**src/rtl/dsp_pkg.sv**
```systemverilog
// Package: shared widths, frame field positions and types for the
// debug port serial shift unit. Assumes MSB-first framing.
package dsp_pkg;
    localparam int FRAME_W   = 35;
    localparam int PAYLOAD_W = 32;
    localparam int N_TRAP    = 6;
    localparam int N_BRK     = 2;
    localparam int TRAP_W    = N_TRAP + N_BRK + 1;
    localparam int BIT_START = FRAME_W - 1;
    localparam int BIT_MODE  = FRAME_W - 2;
    localparam int BIT_CTRL  = FRAME_W - 3;
    localparam int CNT_W     = $clog2(FRAME_W + 1);

    typedef enum logic [1:0] {
        ST_IDLE   = 2'b00,
        ST_READY  = 2'b01,
        ST_BUSY   = 2'b10,
        ST_FROZEN = 2'b11
    } stat_e;

    typedef struct packed {
        logic              sync;
        logic [N_BRK-1:0]  brk;
        logic [N_TRAP-1:0] trap;
    } trap_ctl_t;
endpackage

```
**src/rtl/dsp_edge_gen.sv**
```systemverilog
// Shift edge generator. Produces one-cycle sample (rise) and drive (fall)
// strobes, either from a debug clock pin assumed synchronous to clk, or
// on every clk cycle when system clock mode is selected.
module dsp_edge_gen (
    input  logic clk,
    input  logic rst_n,
    input  logic mode_sys,
    input  logic pin_clk,
    output logic rise,
    output logic fall
);
    logic pin_q;

    // Purpose: remember the previous level of the debug clock pin.
    always_ff @(posedge clk) begin
        if (!rst_n) pin_q <= 1'b0;
        else        pin_q <= pin_clk;
    end

    // Purpose: pick the edge strobes for the selected shift clock.
    always_comb begin
        if (mode_sys) begin
            rise = 1'b1;
            fall = 1'b1;
        end else begin
            rise = pin_clk & ~pin_q;
            fall = ~pin_clk & pin_q;
        end
    end

    a_r3_edges_exclusive: assert property (@(posedge clk) disable iff (!rst_n)
        !mode_sys |-> !(rise && fall));
endmodule

```
**src/rtl/dsp_trap_reg.sv**
```systemverilog
// Trap control register. Loaded only by a load strobe from the shift
// core and never by the core bus. Drives trap enables, breakpoint
// requests and a sync request. Assumes load is a one-cycle strobe.
module dsp_trap_reg
    import dsp_pkg::*;
(
    input  logic              clk,
    input  logic              rst_n,
    input  logic              load,
    input  logic [TRAP_W-1:0] din,
    output logic [N_TRAP-1:0] trap_en,
    output logic [N_BRK-1:0]  brk_en,
    output logic              sync_req
);
    trap_ctl_t ctl_q;

    // Purpose: capture the trap control field on a trap frame.
    always_ff @(posedge clk) begin
        if (!rst_n)    ctl_q <= '0;
        else if (load) ctl_q <= trap_ctl_t'(din);
    end

    assign trap_en  = ctl_q.trap;
    assign brk_en   = ctl_q.brk;
    assign sync_req = ctl_q.sync;

    a_r4_load_captures: assert property (@(posedge clk) disable iff (!rst_n)
        load |=> ({sync_req, brk_en, trap_en} == $past(din)));
    a_r5_hold_without_load: assert property (@(posedge clk) disable iff (!rst_n)
        !load |=> $stable({sync_req, brk_en, trap_en}));
endmodule

```
**src/rtl/dsp_shift_core.sv**
```systemverilog
// Shift core. Holds the 35-bit shift register, the bit counter, the
// ready flag and the serial output. A frame starts on a sampled 1 while
// idle and ends after FRAME_W samples. The core may parallel-load the
// register while idle. Assumes rise and fall are one-cycle strobes.
module dsp_shift_core
    import dsp_pkg::*;
(
    input  logic                 clk,
    input  logic                 rst_n,
    input  logic                 rise,
    input  logic                 fall,
    input  logic                 sdi,
    input  logic                 consume,
    input  logic                 wr_req,
    input  logic [PAYLOAD_W-1:0] wr_data,
    output logic [FRAME_W-1:0]   sr,
    output logic                 busy,
    output logic                 ready,
    output logic                 sdo,
    output logic                 trap_load,
    output logic [TRAP_W-1:0]    trap_data
);
    logic [CNT_W-1:0]   cnt;
    logic [FRAME_W-1:0] sr_next;
    logic start_ev, shift_ev, last_ev, wr_ok;

    assign sr_next  = {sr[FRAME_W-2:0], sdi};
    assign start_ev = rise & sdi & ~busy;
    assign shift_ev = rise & busy;
    assign last_ev  = shift_ev & (cnt == CNT_W'(FRAME_W - 1));
    assign wr_ok    = wr_req & ~busy & ~start_ev;

    assign trap_load = last_ev & sr_next[BIT_MODE];
    assign trap_data = sr_next[TRAP_W-1:0];

    // Purpose: shift in frames, count bits, accept idle core writes.
    always_ff @(posedge clk) begin
        if (!rst_n) begin
            sr   <= '0;
            cnt  <= '0;
            busy <= 1'b0;
        end else if (start_ev) begin
            sr   <= sr_next;
            cnt  <= CNT_W'(1);
            busy <= 1'b1;
        end else if (shift_ev) begin
            sr   <= sr_next;
            cnt  <= last_ev ? '0 : cnt + CNT_W'(1);
            busy <= ~last_ev;
        end else if (wr_ok) begin
            sr   <= {3'b100, wr_data};
        end
    end

    // Purpose: ready flag; a finishing core frame wins over any clear.
    always_ff @(posedge clk) begin
        if (!rst_n)
            ready <= 1'b0;
        else if (last_ev && !sr_next[BIT_MODE])
            ready <= 1'b1;
        else if (start_ev || wr_ok || consume)
            ready <= 1'b0;
    end

    // Purpose: serial output follows the top bit when idle, else on fall.
    always_ff @(posedge clk) begin
        if (!rst_n)            sdo <= 1'b0;
        else if (!busy || fall) sdo <= sr[FRAME_W-1];
    end

    a_r3_count_bounded: assert property (@(posedge clk) disable iff (!rst_n)
        cnt < CNT_W'(FRAME_W));
    a_r2_ready_needs_frame: assert property (@(posedge clk) disable iff (!rst_n)
        $rose(ready) |-> $past(busy));
    a_r6_start_clears_ready: assert property (@(posedge clk) disable iff (!rst_n)
        start_ev |=> !ready);
    a_r7_finish_beats_consume: assert property (@(posedge clk) disable iff (!rst_n)
        (last_ev && !sr_next[BIT_MODE] && consume) |=> ready);
    a_r8_write_loads: assert property (@(posedge clk) disable iff (!rst_n)
        wr_ok |=> (sr[FRAME_W-1:PAYLOAD_W] == 3'b100) && !ready);
    a_r9_write_ignored_busy: assert property (@(posedge clk) disable iff (!rst_n)
        (wr_req && busy && !rise) |=> $stable(sr));
    a_r10_busy_not_ready: assert property (@(posedge clk) disable iff (!rst_n)
        busy |-> !ready);
endmodule

```
**src/rtl/dbg_shift_port.sv**
```systemverilog
// Debug port serial shift unit, top level. Joins the edge generator, the
// shift core and the trap control register, and encodes the status.
// Assumes dclk_pin and sdi are synchronous to clk.
module dbg_shift_port
    import dsp_pkg::*;
(
    input  logic                 clk,
    input  logic                 rst_n,
    input  logic                 clk_mode,
    input  logic                 dclk_pin,
    input  logic                 sdi,
    output logic                 sdo,
    input  logic                 core_fetch,
    input  logic                 core_read,
    input  logic                 core_write,
    input  logic [PAYLOAD_W-1:0] core_wdata,
    output logic [PAYLOAD_W-1:0] core_rdata,
    output logic                 core_ctrl,
    output logic                 core_ready,
    input  logic                 core_frozen,
    output logic [1:0]           dbg_stat,
    output logic [N_TRAP-1:0]    trap_en,
    output logic [N_BRK-1:0]     brk_en,
    output logic                 sync_req
);
    logic               rise, fall, busy, ready, t_load;
    logic [FRAME_W-1:0] sr;
    logic [TRAP_W-1:0]  t_data;
    stat_e              stat;

    dsp_edge_gen u_edge (
        .clk      (clk),
        .rst_n    (rst_n),
        .mode_sys (clk_mode),
        .pin_clk  (dclk_pin),
        .rise     (rise),
        .fall     (fall)
    );

    dsp_shift_core u_core (
        .clk       (clk),
        .rst_n     (rst_n),
        .rise      (rise),
        .fall      (fall),
        .sdi       (sdi),
        .consume   (core_fetch | core_read),
        .wr_req    (core_write),
        .wr_data   (core_wdata),
        .sr        (sr),
        .busy      (busy),
        .ready     (ready),
        .sdo       (sdo),
        .trap_load (t_load),
        .trap_data (t_data)
    );

    dsp_trap_reg u_trap (
        .clk      (clk),
        .rst_n    (rst_n),
        .load     (t_load),
        .din      (t_data),
        .trap_en  (trap_en),
        .brk_en   (brk_en),
        .sync_req (sync_req)
    );

    assign core_rdata = sr[PAYLOAD_W-1:0];
    assign core_ctrl  = sr[BIT_CTRL];
    assign core_ready = ready;

    // Purpose: status code; frozen overrides busy, which overrides ready.
    always_comb begin
        if (core_frozen) stat = ST_FROZEN;
        else if (busy)   stat = ST_BUSY;
        else if (ready)  stat = ST_READY;
        else             stat = ST_IDLE;
    end
    assign dbg_stat = stat;

    a_r5_trap_only_trap_frame: assert property (@(posedge clk) disable iff (!rst_n)
        $changed({sync_req, brk_en, trap_en}) |-> $past(busy));
endmodule

```
**config.mk**
```make
export PLATFORM = sky130hd
export DESIGN_NAME = dbg_shift_port
export DESIGN_NICKNAME = d
export VERILOG_FILES = /design/src/rtl/dsp_pkg.sv /design/src/rtl/dsp_edge_gen.sv /design/src/rtl/dsp_trap_reg.sv /design/src/rtl/dsp_shift_core.sv /design/src/rtl/dbg_shift_port.sv
export SDC_FILE = /design/constraint.sdc
export NUM_CORES = 1
export LEC_CHECK = 0
export CORE_MARGIN = 10
export CORE_UTILIZATION = 50
export CTS_CLUSTER_DIAMETER = 150
export DETAILED_ROUTE_END_ITERATION = 6
export DONT_BUFFER_PORTS = 1
export SLEW_MARGIN = 20
export SYNTH_ARGS = -nofsm -noshare
export SYNTH_HDL_FRONTEND = slang
export SYNTH_SLANG_ARGS = --single-unit
export TNS_END_PERCENT = 100
```
**constraint.sdc**
```tcl
create_clock -name clk -period 4.1 [get_ports clk]
set_clock_uncertainty 0.1 [all_clocks]
set_input_delay 0.82 -clock clk [delete_from_list [all_inputs] [get_ports clk]]
set_output_delay 0.82 -clock clk [all_outputs]
set_load 0.02 [all_outputs]
```
-- After elaboration in Yosys (flattened, before gate mapping)
Index checks and enable logic that the tools add are counted.
- register bits: 54
- bits of input ports: 41
- output and inout port bits: 46
- logic and storage cells: 53
- $add $sub $neg: 1
- equality and inequality tests: 1
- muxes and demuxes: 15
- bitwise operators: 16
- reductions and logical operators: 10
- operators with widths (operator ; count):
    $mux W35 ; 3
    $and A1 B1 Y1 ; 9
    $mux W1 ; 9
    $add A6 B1 Y6 const B ; 1
    $eq A6 B6 Y1 const B ; 1
    $mux W6 ; 1
    $not A1 Y1 ; 6
    $mux W2 ; 2
    $reduce_bool A2 Y1 ; 2
    $logic_or A1 B1 Y1 ; 3
    $reduce_bool A3 Y1 ; 1
    $logic_not A1 Y1 ; 2
    $reduce_or A2 Y1 ; 1
    $logic_and A1 B1 Y1 ; 1
    $or A1 B1 Y1 ; 1

-- Longest topological paths before layout
Gate-level depths: netlist of run 1.
- depth after elaboration: 11
- gate-level depth with buffers: 7
- mapped depth without buffers: 5

-- Modules after synthesis
From an unflattened synthesis of run 1, not the netlist that was laid out.
- cells, all modules: 296
- area, all modules: 2412.3 µm²
- modules (own cells, without submodules) (module ; times used ; cells an instance ; area an instance (µm²) ; seq. area each (µm²)):
    dsp_shift_core ; 1 ; 259 ; 2005.7 ; 880.8
    dsp_trap_reg ; 1 ; 28 ; 337.8 ; 180.2
    dsp_edge_gen ; 1 ; 5 ; 45.0 ; 20.0
    dbg_shift_port ; 1 ; 4 ; 23.8 ; 0.0

-- Worst setup path after synthesis of run 1
Ideal clock, no wire load.
- path kind: in2out
- from: in core_frozen
- to: out dbg_stat[1]
- arrival: 1.140 ns
- data required time: 3.180 ns
- slack: 2.040 ns
- stages on the path: 1
- buffers on the path: 0
- cell sequence: or2_2
- cells in the longest elaborated chain, start to end: 1
- RTL lines (what ; line ; RTL):
    start, declared ; dbg_shift_port.sv:20 ; input logic core_frozen,
    $mux W2 ; dbg_shift_port.sv:73 ; if (core_frozen) stat = ST_FROZEN;
    end, declared ; dbg_shift_port.sv:21 ; output logic [1:0] dbg_stat,
Every way passes these cells.

-- Final worst setup path of run 1
- from: in dclk_pin
- to: reg u_core.sr[20]
- cells in the longest elaborated chain, start to end: 7
- elaborated cells between the ends (all ways): 10
- those cells by class: mux (3); bitwise (6); reduce/logical (1)
- RTL lines (what ; line ; RTL):
    start, declared ; dbg_shift_port.sv:10 ; input logic dclk_pin,
    $and A1 B1 Y1 (*) ; dsp_edge_gen.sv:26 ; rise = pin_clk & ~pin_q;
    $mux W1 (*) ; dsp_edge_gen.sv:22 ; if (mode_sys) begin
    $and A1 B1 Y1 (2 in series) ; dsp_shift_core.sv:28 ; assign start_ev = rise & sdi & ~busy;
    $not A1 Y1 ; dsp_shift_core.sv:31 ; assign wr_ok = wr_req & ~busy & ~start_ev;
    $and A1 B1 Y1 ; dsp_shift_core.sv:31 ;
    $reduce_bool A3 Y1 (no line) ; -- ;
    end signal, assigned ; dsp_shift_core.sv:43 ; sr <= sr_next;
    end signal, assigned ; dsp_shift_core.sv:47 ; sr <= sr_next;
    end signal, assigned ; dsp_shift_core.sv:51 ; sr <= {3'b100, wr_data};
    end, declared ; dsp_shift_core.sv:16 ; output logic [FRAME_W-1:0] sr,
Every way passes the cells marked *; elsewhere a longest branch is shown, timed or not.
A chain may end at the register's enable or synchronous reset.

==> results.md, run 1 <==
- Status: completed
- FP Rows: 26
- Clk root buf: clkbuf_8
- CP Launch Point: dclk_pin
- Final slew viol count: 0
- Die ar.: 8530 µm²
- Multi-input gate area: 1160 µm²
- H-tree levels: 2
- Number of fill cells: 538
- Number of nets with antenna violations after routing: 0
- Largest net degree at the start of global routing: 40
- Largest family of logic cells by synthesized area: simple AND/OR/NAND/NOR gates
- Register Area: 1080 µm²
- Synthesis-stage register bit count: 54
- Skew-Pair Late Insertion Delay: 0.30 ns
- DRT Wirelength: 6.07 mm
- Final design utilization: 48.6%
- Total negative slack: 0 ns
- Max Root-Sink Buffers: 2
- Launch point of the worst reg-to-reg path: u_core.busy
- Final hold vios: 0
- Post-synth net total: 366
- Area growth, synth to finish: -5.74%
- Reg2reg setup slack: 2.00 ns
- CTS Hold Bufs: 0
- Final nets: 321
- Fin crit period: 2.22 ns
- Die Ht: 92.3 µm
- DR WL/cell: 17.4 µm
- Crit path capture: u_core.sr[20]
- Clk sinks: 54
- LEAKAGE: 0.000889 µW
- Worst-path clk slew: 0.09 ns
- Post-synthesis adder-cell area fraction: 0.956%
- R2R cell count: 4
- Post-synthesis sequential area ratio: 41.3%
- Startpoint Class: input pin
- Final setup fails: 0
- Overall Power: 1070 µW
- Post-route insts no fill: 349
- Gpl congestion: 0.729
- Worst slew margin: 52.6%
- Compound-Gate Fraction of Synth Area: 17.1%
- Hold Startpoint: u_core.sr[33]
- Setup crit end kind: flip-flop
- Setup Fix Bufs, Post-CTS: 0
- Antenna diodes: 0
- Post-cts sizing count: 0
- Worst VDD drop: 0.195 mV
- First DRT Iteration DRCs: 133
- Critical Path RT: 4.20 ns
- First-pass GRT wire length: 9.83 mm
- CP Class: input pin to flip-flop
- First-pass DRT Iterations: 4
- Final Cycle Share: 54.2%
- DP HPWL: 4.25 mm
- Netlist cell types: 37
- Routed via count: 1942
- Vias in the first global route: 1841
- Worst-path fanout max: 39
- GR Overflow Total: 0
- Simple-gate share of the synthesized area: 21.8%
- Actual slew at the worst max-slew pin: 0.712 ns
- CTS buffer count: 5
- Hold Path Class: flip-flop to flip-flop
- PD cells: 433 nW/µm²
- IO Pins: 87
- Multiplexer area fraction after synthesis: 3.83%
- Max Clock Freq: 450 MHz
- Cells after Synth: 323
- Synthesis warning total: 0
- Core outline area: 5070 µm²
- Post-Syn Area: 2620 µm²
- Post-placement cell count: 341
- GRT Resource Usage Total: 13.9%
- DR vias/cell: 5.56
- Most frequent cells in the layout: nand2_1 (87), dfxtp_1 (54), nor2_1 (36)
- Initial antenna violation count: 0
- RR Endpoint: u_core.sr[20]
- Buffers on Ports: 0
- CTS tree: done
- Drt drc: 0
- Average size of a mapped cell: 8.10 µm²
- Hold slack: 0.355 ns
- Horiz. Die Dim: 92.3 µm
- Initial core utilization: 51.6%
- Arrival time of the worst setup path: 2.32 ns
- Xor/xnor share of the synthesized area: 0.335%
- RSZ-0062 raised after global routing: no
- Max Cap Viol: 0
- Commonest non-fill, non-tap cell in the layout: nand2_1
- Share of layout cells above drive strength 1: 6.09%
## stage by stage
stage | worst slack [ns] | instance area [µm²]
after CTS | 1.89 | 2470
after global routing | 1.72 | 2470
final | 1.88 | 2470
after floorplan | 2.04 | 2620
after global placement | 1.65 | 2370
after detailed placement | 1.59 | 2370
## metal layers
metal / vias to the layer above / track usage (%) / share of wire [%]
li1: 984 / - / -
met1: 889 / 17.9 / 45
met2: 64 / 20.5 / 44
met3: 5 / 6.13 / 10
met4: 0 / 3.86 / 0.94
met5: - / 0 / 0
## flip-flops by register name, indices dropped and copies added, names as in the netlist
register         flops
u_trap.sync_req      1
u_core.cnt           6
u_core.busy          1
u_trap.trap_en       6
u_core.sdo           1
u_core.ready         1
u_core.sr           35
u_trap.brk_en        2
u_edge.pin_q         1
## cell usage after synthesis
library cell	count	area [µm²]
nand2_1	87	327
dfxtp_1	54	1080
nor2_1	36	135
buf_4	34	255
a311oi_1	32	280
buf_2	12	60.1
mux2i_1	10	100
a21oi_1	6	30.0
clkbuf_1	6	22.5
inv_1	5	18.8
o21ai_0	5	25.0
nand3_1	4	20.0
and3_1	3	18.8
a21o_1	2	15.0
a31oi_1	2	12.5
buf_6	2	22.5
ha_1	2	25.0
or3_1	2	12.5
a211oi_1	1	7.51
a221oi_1	1	8.76
and2_1	1	6.26
and4b_1	1	10.0
clkbuf_2	1	5.00
nand2_2	1	6.26
nor2b_1	1	6.26
nor2b_4	1	13.8
o211a_1	1	10.0
o211ai_1	1	7.51
o21a_1	1	7.51
o21ai_1	1	5.00
o21ai_2	1	8.76
o22a_1	1	8.76
o22ai_2	1	12.5
o32ai_1	1	8.76
or2_2	1	6.26
or4_1	1	7.51
xor2_1	1	8.76
## cell families after synthesis
kind of cell,count (synthesis)
flip-flops,54
adder cells (fa/ha/maj),2
XOR/XNOR,1
multiplexers,10
AND/OR/NAND/NOR,139
buffers and inverters,60
AO/OA/AOI/OAI,57
## power breakdown
part           leakage (µW)  internal [µW]  switching (µW)
Combinational      0.000399           43.2            75.4
Sequential         0.000444            560            80.3
Clock             0.0000472            136             173
Total              0.000889            740             329
## worst min-delay path by stage
stage / to / slack, ns / cells after the start
3_5_place_dp: u_core.sr[34] / 0.34 / 2
5_1_grt: u_core.sr[34] / 0.40 / 2
3_3_place_gp: u_core.sr[34] / 0.34 / 2
4_1_cts: u_core.sr[34] / 0.36 / 2
6_report: u_core.sr[34] / 0.36 / 2
2_1_floorplan: u_core.sr[34] / 0.33 / 2
## area by class of cell
| class | instances | area share (%) |
|---|---|---|
| Clock buffer | 6 | 3.35 |
| Multi-Input combinational cell | 209 | 47.1 |
| Sequential cell | 54 | 43.8 |
| Inverter | 5 | 0.761 |
| Timing Repair Buffer | 3 | 0.913 |
| Tap cell | 70 | 3.55 |
| Clock inverter | 2 | 0.507 |
## critical path: stages
cell,delay (ns)
nor2b_4,0.13
o22ai_4,0.52
buf_4,0.47
nor2_1,0.09
a311oi_1,0.28
No activity file was read; power rests on OpenSTA's default activity.
==> run 2, diff against run 1 <==
Settings changed: PLACE_DENSITY set to 0.68.
Clock period 4.1 ns to 1.9 ns, I/O delays scaled along.
==> run 2 against run 1 <==
Routed wire length shrank 0.72%. Sequential share of layout area shrank 1.1 points. Sequential cell count is the same. Via count grew 1.2%. Worst hold slack lost 0.25 ns. Final cell count grew 2.0%. Core utilization grew 1.3 points. First-iteration DRC count shrank 9.8%.
==> results.md, run 2 (synthesis results as in run 1) <==
- Status: completed
- Max Root-Sink Buffers: 2 (unchanged)
- Gpl congestion: 0.741 (+1.7%)
- Horiz. Die Dim: 92.3 µm (unchanged)
- PD cells: 915 nW/µm² (+110%)
- Critical Path RT: 2.03 ns (-2.17 ns)
- Antenna diodes: 0 (unchanged)
- FP Rows: 26 (unchanged)
- Setup crit end kind: flip-flop
- Multi-input gate area: 1160 µm² (+0.11%)
- First-pass GRT wire length: 9.58 mm (-2.6%)
- IO Pins: 87 (unchanged)
- Share of layout cells above drive strength 1: 8.74% (+2.6 points)
- First DRT Iteration DRCs: 120 (-9.8%)
- Routed via count: 1966 (+1.2%)
- Clk sinks: 54 (unchanged)
- Actual slew at the worst max-slew pin: 0.371 ns (-0.340 ns)
- CP Class: flip-flop to flip-flop
- Vias in the first global route: 1879 (+2.1%)
- Die ar.: 8530 µm² (unchanged)
- Worst-path clk slew: 0.10 ns (about the same)
- Post-placement cell count: 348 (+2.1%)
- Max Clock Freq: 593 MHz
- Worst slew margin: 75.2% (+23 points)
- Number of fill cells: 507 (-5.8%)
- Max reg flops: 35 (unchanged)
- CTS buffer count: 5 (unchanged)
- Total negative slack: 0 ns (unchanged)
- LEAKAGE: 0.000928 µW (+4.3%)
- Final Cycle Share: 88.8%
- Die Ht: 92.3 µm (unchanged)
- DR vias/cell: 5.52 (-0.75%)
- First-pass DRT Iterations: 4 (unchanged)
- RSZ-0062 raised after global routing: no
- Post-route insts no fill: 356 (+2.0%)
- CTS tree: done
- DRT Wirelength: 6.03 mm (-0.72%)
- Worst VDD drop: 0.434 mV (+120%)
- Area growth, synth to finish: -3.20%
- Final hold vios: 0 (unchanged)
- Critical Path, Cell by Cell: inv_1, ha_1, and4b_1, and3_2, mux2i_1
- Final nets: 328 (+2.2%)
- Most frequent cells in the layout: nand2_1 (87), dfxtp_1 (54), nor2_1 (36)
- Clk root buf: clkbuf_8
- GRT Resource Usage Total: 13.6% (-0.30 points)
- Hold Path Class: input pin to flip-flop
- Worst-path fanout max: 9 (-77%)
- Skew-Pair Late Insertion Delay: 0.30 ns (about the same)
- Largest reg by FF count: u_core.sr
- DP HPWL: 4.32 mm (+1.6%)
- H-tree levels: 2 (unchanged)
- Final setup fails: 0 (unchanged)
- Initial antenna violation count: 0 (unchanged)
- Buffers on Ports: 0 (unchanged)
- Fin crit period: 1.69 ns
- Register Area: 1080 µm² (unchanged)
- Commonest non-fill, non-tap cell in the layout: nand2_1
- Initial core utilization: 51.6% (unchanged)
- Critical path's top delay family: simple AND/OR/NAND/NOR gates
- DR WL/cell: 16.9 µm (-2.7%)
- Number of nets with antenna violations after routing: 0 (unchanged)
- WP buf/inv: 1 (unchanged)
- Largest net degree at the start of global routing: 67 (+68%)
- Startpoint Class: flip-flop
- Drt drc: 0 (unchanged)
- Max stage delay on crit path: 0.41 ns (-0.11 ns)
- CTS Hold Bufs: 0 (unchanged)
- Setup Fix Bufs, Post-CTS: 0 (unchanged)
- Worst path slowest cell: and3_2
- Max Cap Viol: 0 (unchanged)
- Core outline area: 5070 µm² (unchanged)
- Arrival time of the worst setup path: 1.82 ns (-0.50 ns)
- GR Overflow Total: 0 (unchanged)
- Final slew viol count: 0 (unchanged)
## run 2: cell count changes in the layout (fill, tap and decap cells not counted)
cell	before	now
and3_1	3	2
and3_2	0	1
buf_12	0	1
buf_4	3	9
## run 2: metrics by stage
| stage | util, % | area [µm²] | hold slack [ns] | total power [µW] | setup WS, ns |
|---|---|---|---|---|---|
| floorplan | - | 2620 | 0.332 | 1700 | 0.363 |
| global placement | 48.0 | 2440 | 0.348 | 1680 | 0.155 |
| detailed placement | 48.0 | 2440 | 0.348 | 1690 | 0.103 |
| CTS | 49.9 | 2530 | 0.0984 | 2350 | 0.0918 |
| global route | 49.9 | 2530 | 0.0906 | 2440 | 0.0857 |
| finish | 49.9 | 2530 | 0.107 | 2320 | 0.213 |
## run 2: final cells by class
type | count | area share, %
well taps | 70 | 3.46
flip-flops and latches | 54 | 42.7
repair buffers | 10 | 3.46
clock buffers | 6 | 3.26
clock inverters | 2 | 0.494
multi-input cells | 209 | 45.9
inverters | 5 | 0.741
## run 2: repair_timing
item / in CTS / in global routing
hold endpoints to repair: 0 / 0
resized for setup: 0 / 1
endpoints found under the setup margin: 0 / 9
## run 2: final timing paths
path | from | endpoint | slack [ns] | cells past startpoint
worst min-delay path | dclk_pin | u_edge.pin_q | 0.11 | 2
worst min register to register | u_core.sr[33] | u_core.sr[34] | 0.36 | 2
worst max-delay path | u_core.cnt[0] | u_trap.trap_en[4] | 0.21 | 5
worst max register to register | u_core.cnt[0] | u_trap.trap_en[4] | 0.21 | 5
## run 2: power breakdown
| part | total, µW | internal [µW] | switching [µW] |
|---|---|---|---|
| clock | 658 | 294 | 364 |
| combinational | 285 | 111 | 175 |
| sequential | 1370 | 1210 | 165 |
| total | 2320 | 1610 | 704 |
## run 2: layer usage
layer / GRT usage, % / up-vias / part of all wire, %
met5: 0 / - / 0
met4: 5.14 / 0 / 1.6
met2: 19.8 / 66 / 44
met3: 6.38 / 7 / 11
met1: 17.0 / 897 / 44
li1: - / 996 / -
==> run 3, diff against run 2 <==
Settings changed: CORE_UTILIZATION 50 to 60, PLACE_DENSITY 0.68 to 0.76.
Clock period 1.9 ns to 1.6 ns, I/O delays scaled along.
==> run 3 against run 2 <==
Power up 32%. Die area down 13%. Maximum frequency up 10%. Via count up 2.9%. Sequential cell count unchanged. Setup slack worse by 0.14 ns. Register-to-register slack worse by 0.14 ns. Combinational power up 22%. First-iteration DRC count up 18%.
==> results.md, run 3 (synthesis results as in run 1) <==
- FP Rows: 23 (-12%)
- Max Cap Viol: 0 (unchanged)
- Clk sinks: 54 (unchanged)
- Area growth, synth to finish: 0.574%
- Status: completed
- First-pass GRT wire length: 9.80 mm (+2.3%)
- Arrival time of the worst setup path: 1.65 ns (-0.17 ns)
- First-pass DRT Iterations: 4 (unchanged)
- Max Clock Freq: 653 MHz (+10%)
- Worst Setup Slack, final: 0.0687 ns (-0.144 ns)
- Number of nets with antenna violations after routing: 0 (unchanged)
- Commonest non-fill, non-tap cell in the layout: nand2_1
- Max reg flops: 35 (unchanged)
- Final Cycle Share: 95.7% (+6.9 points)
- Hold Path Depth: 1 (-1)
- GR Overflow Total: 0 (unchanged)
- Routed via count: 2023 (+2.9%)
- Worst-path fanout max: 6 (-3)
- Critical Path RT: 1.72 ns (-0.31 ns)
- Final hold vios: 0 (unchanged)
- Hold Path Class: input pin to flip-flop
- Startpoint Class: flip-flop
- Largest reg by FF count: u_core.sr
- CTS buffer count: 5 (unchanged)
- Final setup fails: 0 (unchanged)
- Antenna diodes: 0 (unchanged)
- Drt drc: 0 (unchanged)
- Largest net degree at the start of global routing: 46 (-31%)
- Final nets: 334 (+1.8%)
- Max Root-Sink Buffers: 2 (unchanged)
- H-tree levels: 2 (unchanged)
- Share of layout cells above drive strength 1: 12.0% (+3.2 points)
- Overall Power: 3070 µW (+32%)
- First DRT Iteration DRCs: 141 (+18%)
- CTS tree: done
- Post-placement setup slack: -0.0140 ns (-0.117 ns)
- Die Ht: 86.0 µm (-6.8%)
- IO Pins: 87 (unchanged)
- Horiz. Die Dim: 86.0 µm (-6.8%)
- Initial antenna violation count: 0 (unchanged)
- Final slew viol count: 0 (unchanged)
- Actual slew at the worst max-slew pin: 0.352 ns (-0.0189 ns)
- Buffers on Ports: 0 (unchanged)
- CP Class: flip-flop to flip-flop
- GRT Resource Usage Total: 15.8% (+2.2 points)
- Die ar.: 7400 µm² (-13%)
- Clk root buf: clkbuf_8
- Initial core utilization: 63.6% (+12 points)
- Number of fill cells: 368 (-27%)
- DR vias/cell: 5.92 (+7.1%)
- R2R cell count: 6 (+1)
- DRT Wirelength: 6.00 mm (-0.55%)
- PD cells: 1170 nW/µm² (+27%)
- Most frequent cells in the layout: nand2_1 (87), dfxtp_1 (51), nor2_1 (36)
- Fin crit period: 1.53 ns (-0.156 ns)
- Core outline area: 4120 µm² (-19%)
- DP HPWL: 4.36 mm (+0.89%)
- Worst VDD drop: 0.545 mV (+26%)
- DR WL/cell: 17.5 µm (+3.5%)
- Setup crit end kind: flip-flop
- Skew-Pair Late Insertion Delay: 0.30 ns (about the same)
- Worst slew margin: 76.5% (+1.3 points)
- Gpl congestion: 0.794 (+7.2%)
- Vias in the first global route: 1990 (+5.9%)
- Worst-path clk slew: 0.10 ns (about the same)
- LEAKAGE: 0.000987 µW (+6.4%)
==> run 3: changes by cell type in the layout (fill, tap and decap cells not counted), sizes merged <==
cell      delta
buf          +6
clkbuf       -1
bufinv       +2
clkinvlp     -1
==> run 3: cell type report <==
class,count,area (µm²),area share (%)
flip-flops and latches,54,1090,41.3
clock buffers,5,68.8,2.62
multi-input cells,209,1170,44.4
well taps,50,62.6,2.38
repair buffers,16,158,5.99
inverters,5,18.8,0.713
clock inverters,3,68.8,2.62
==> run 3: timing repair <==
item | in CTS | in global routing
gates resized for setup | 1 | 5
setup buffers | 0 | 2
hold buffers | 0 | 0
setup endpoints to repair | 6 | 11
==> run 3: final timing paths <==
path	start	endpoint	slack (ns)
max	u_core.cnt[0]	u_core.cnt[5]	0.07
min	rst_n	u_core.cnt[0]	0.04
max reg2reg	u_core.cnt[0]	u_core.cnt[5]	0.07
min reg2reg	u_core.sr[33]	u_core.sr[34]	0.36
==> run 3: metrics by stage <==
step | cell area, µm² | util [%] | hold slack (ns) | setup TNS [ns] | cells
floorplan | 2620 | - | 0.332 | 0 | 323
global placement | 2470 | 59.9 | 0.352 | 0 | 332
detailed placement | 2470 | 59.9 | 0.351 | -0.0151 | 332
CTS | 2610 | 63.3 | 0.0381 | 0 | 340
global route | 2630 | 63.9 | 0.0334 | -0.0235 | 342
finish | 2630 | 63.9 | 0.0438 | 0 | 342
==> run 3: routing by layer <==
layer  GRT usage (%)  share of wire [%]
met1            18.9                 42
met5               0                  0
met2            24.9                 46
met3            7.19                 11
met4            4.04               0.63
==> run 3: worst max-delay path: stages (launching register included) <==
cell and delay [ns]:
dfxtp_2 0.36, inv_1 0.05, ha_1 0.17, and4b_2 0.24, buf_4 0.14, a21o_1 0.14
a311oi_1 0.24
==> run 3: where the power goes <==
group          internal (µW)  total (µW)  switching (µW)
clock network            627        1080             457
logic                    143         348             205
registers               1440        1630             198
total                   2210        3070             861
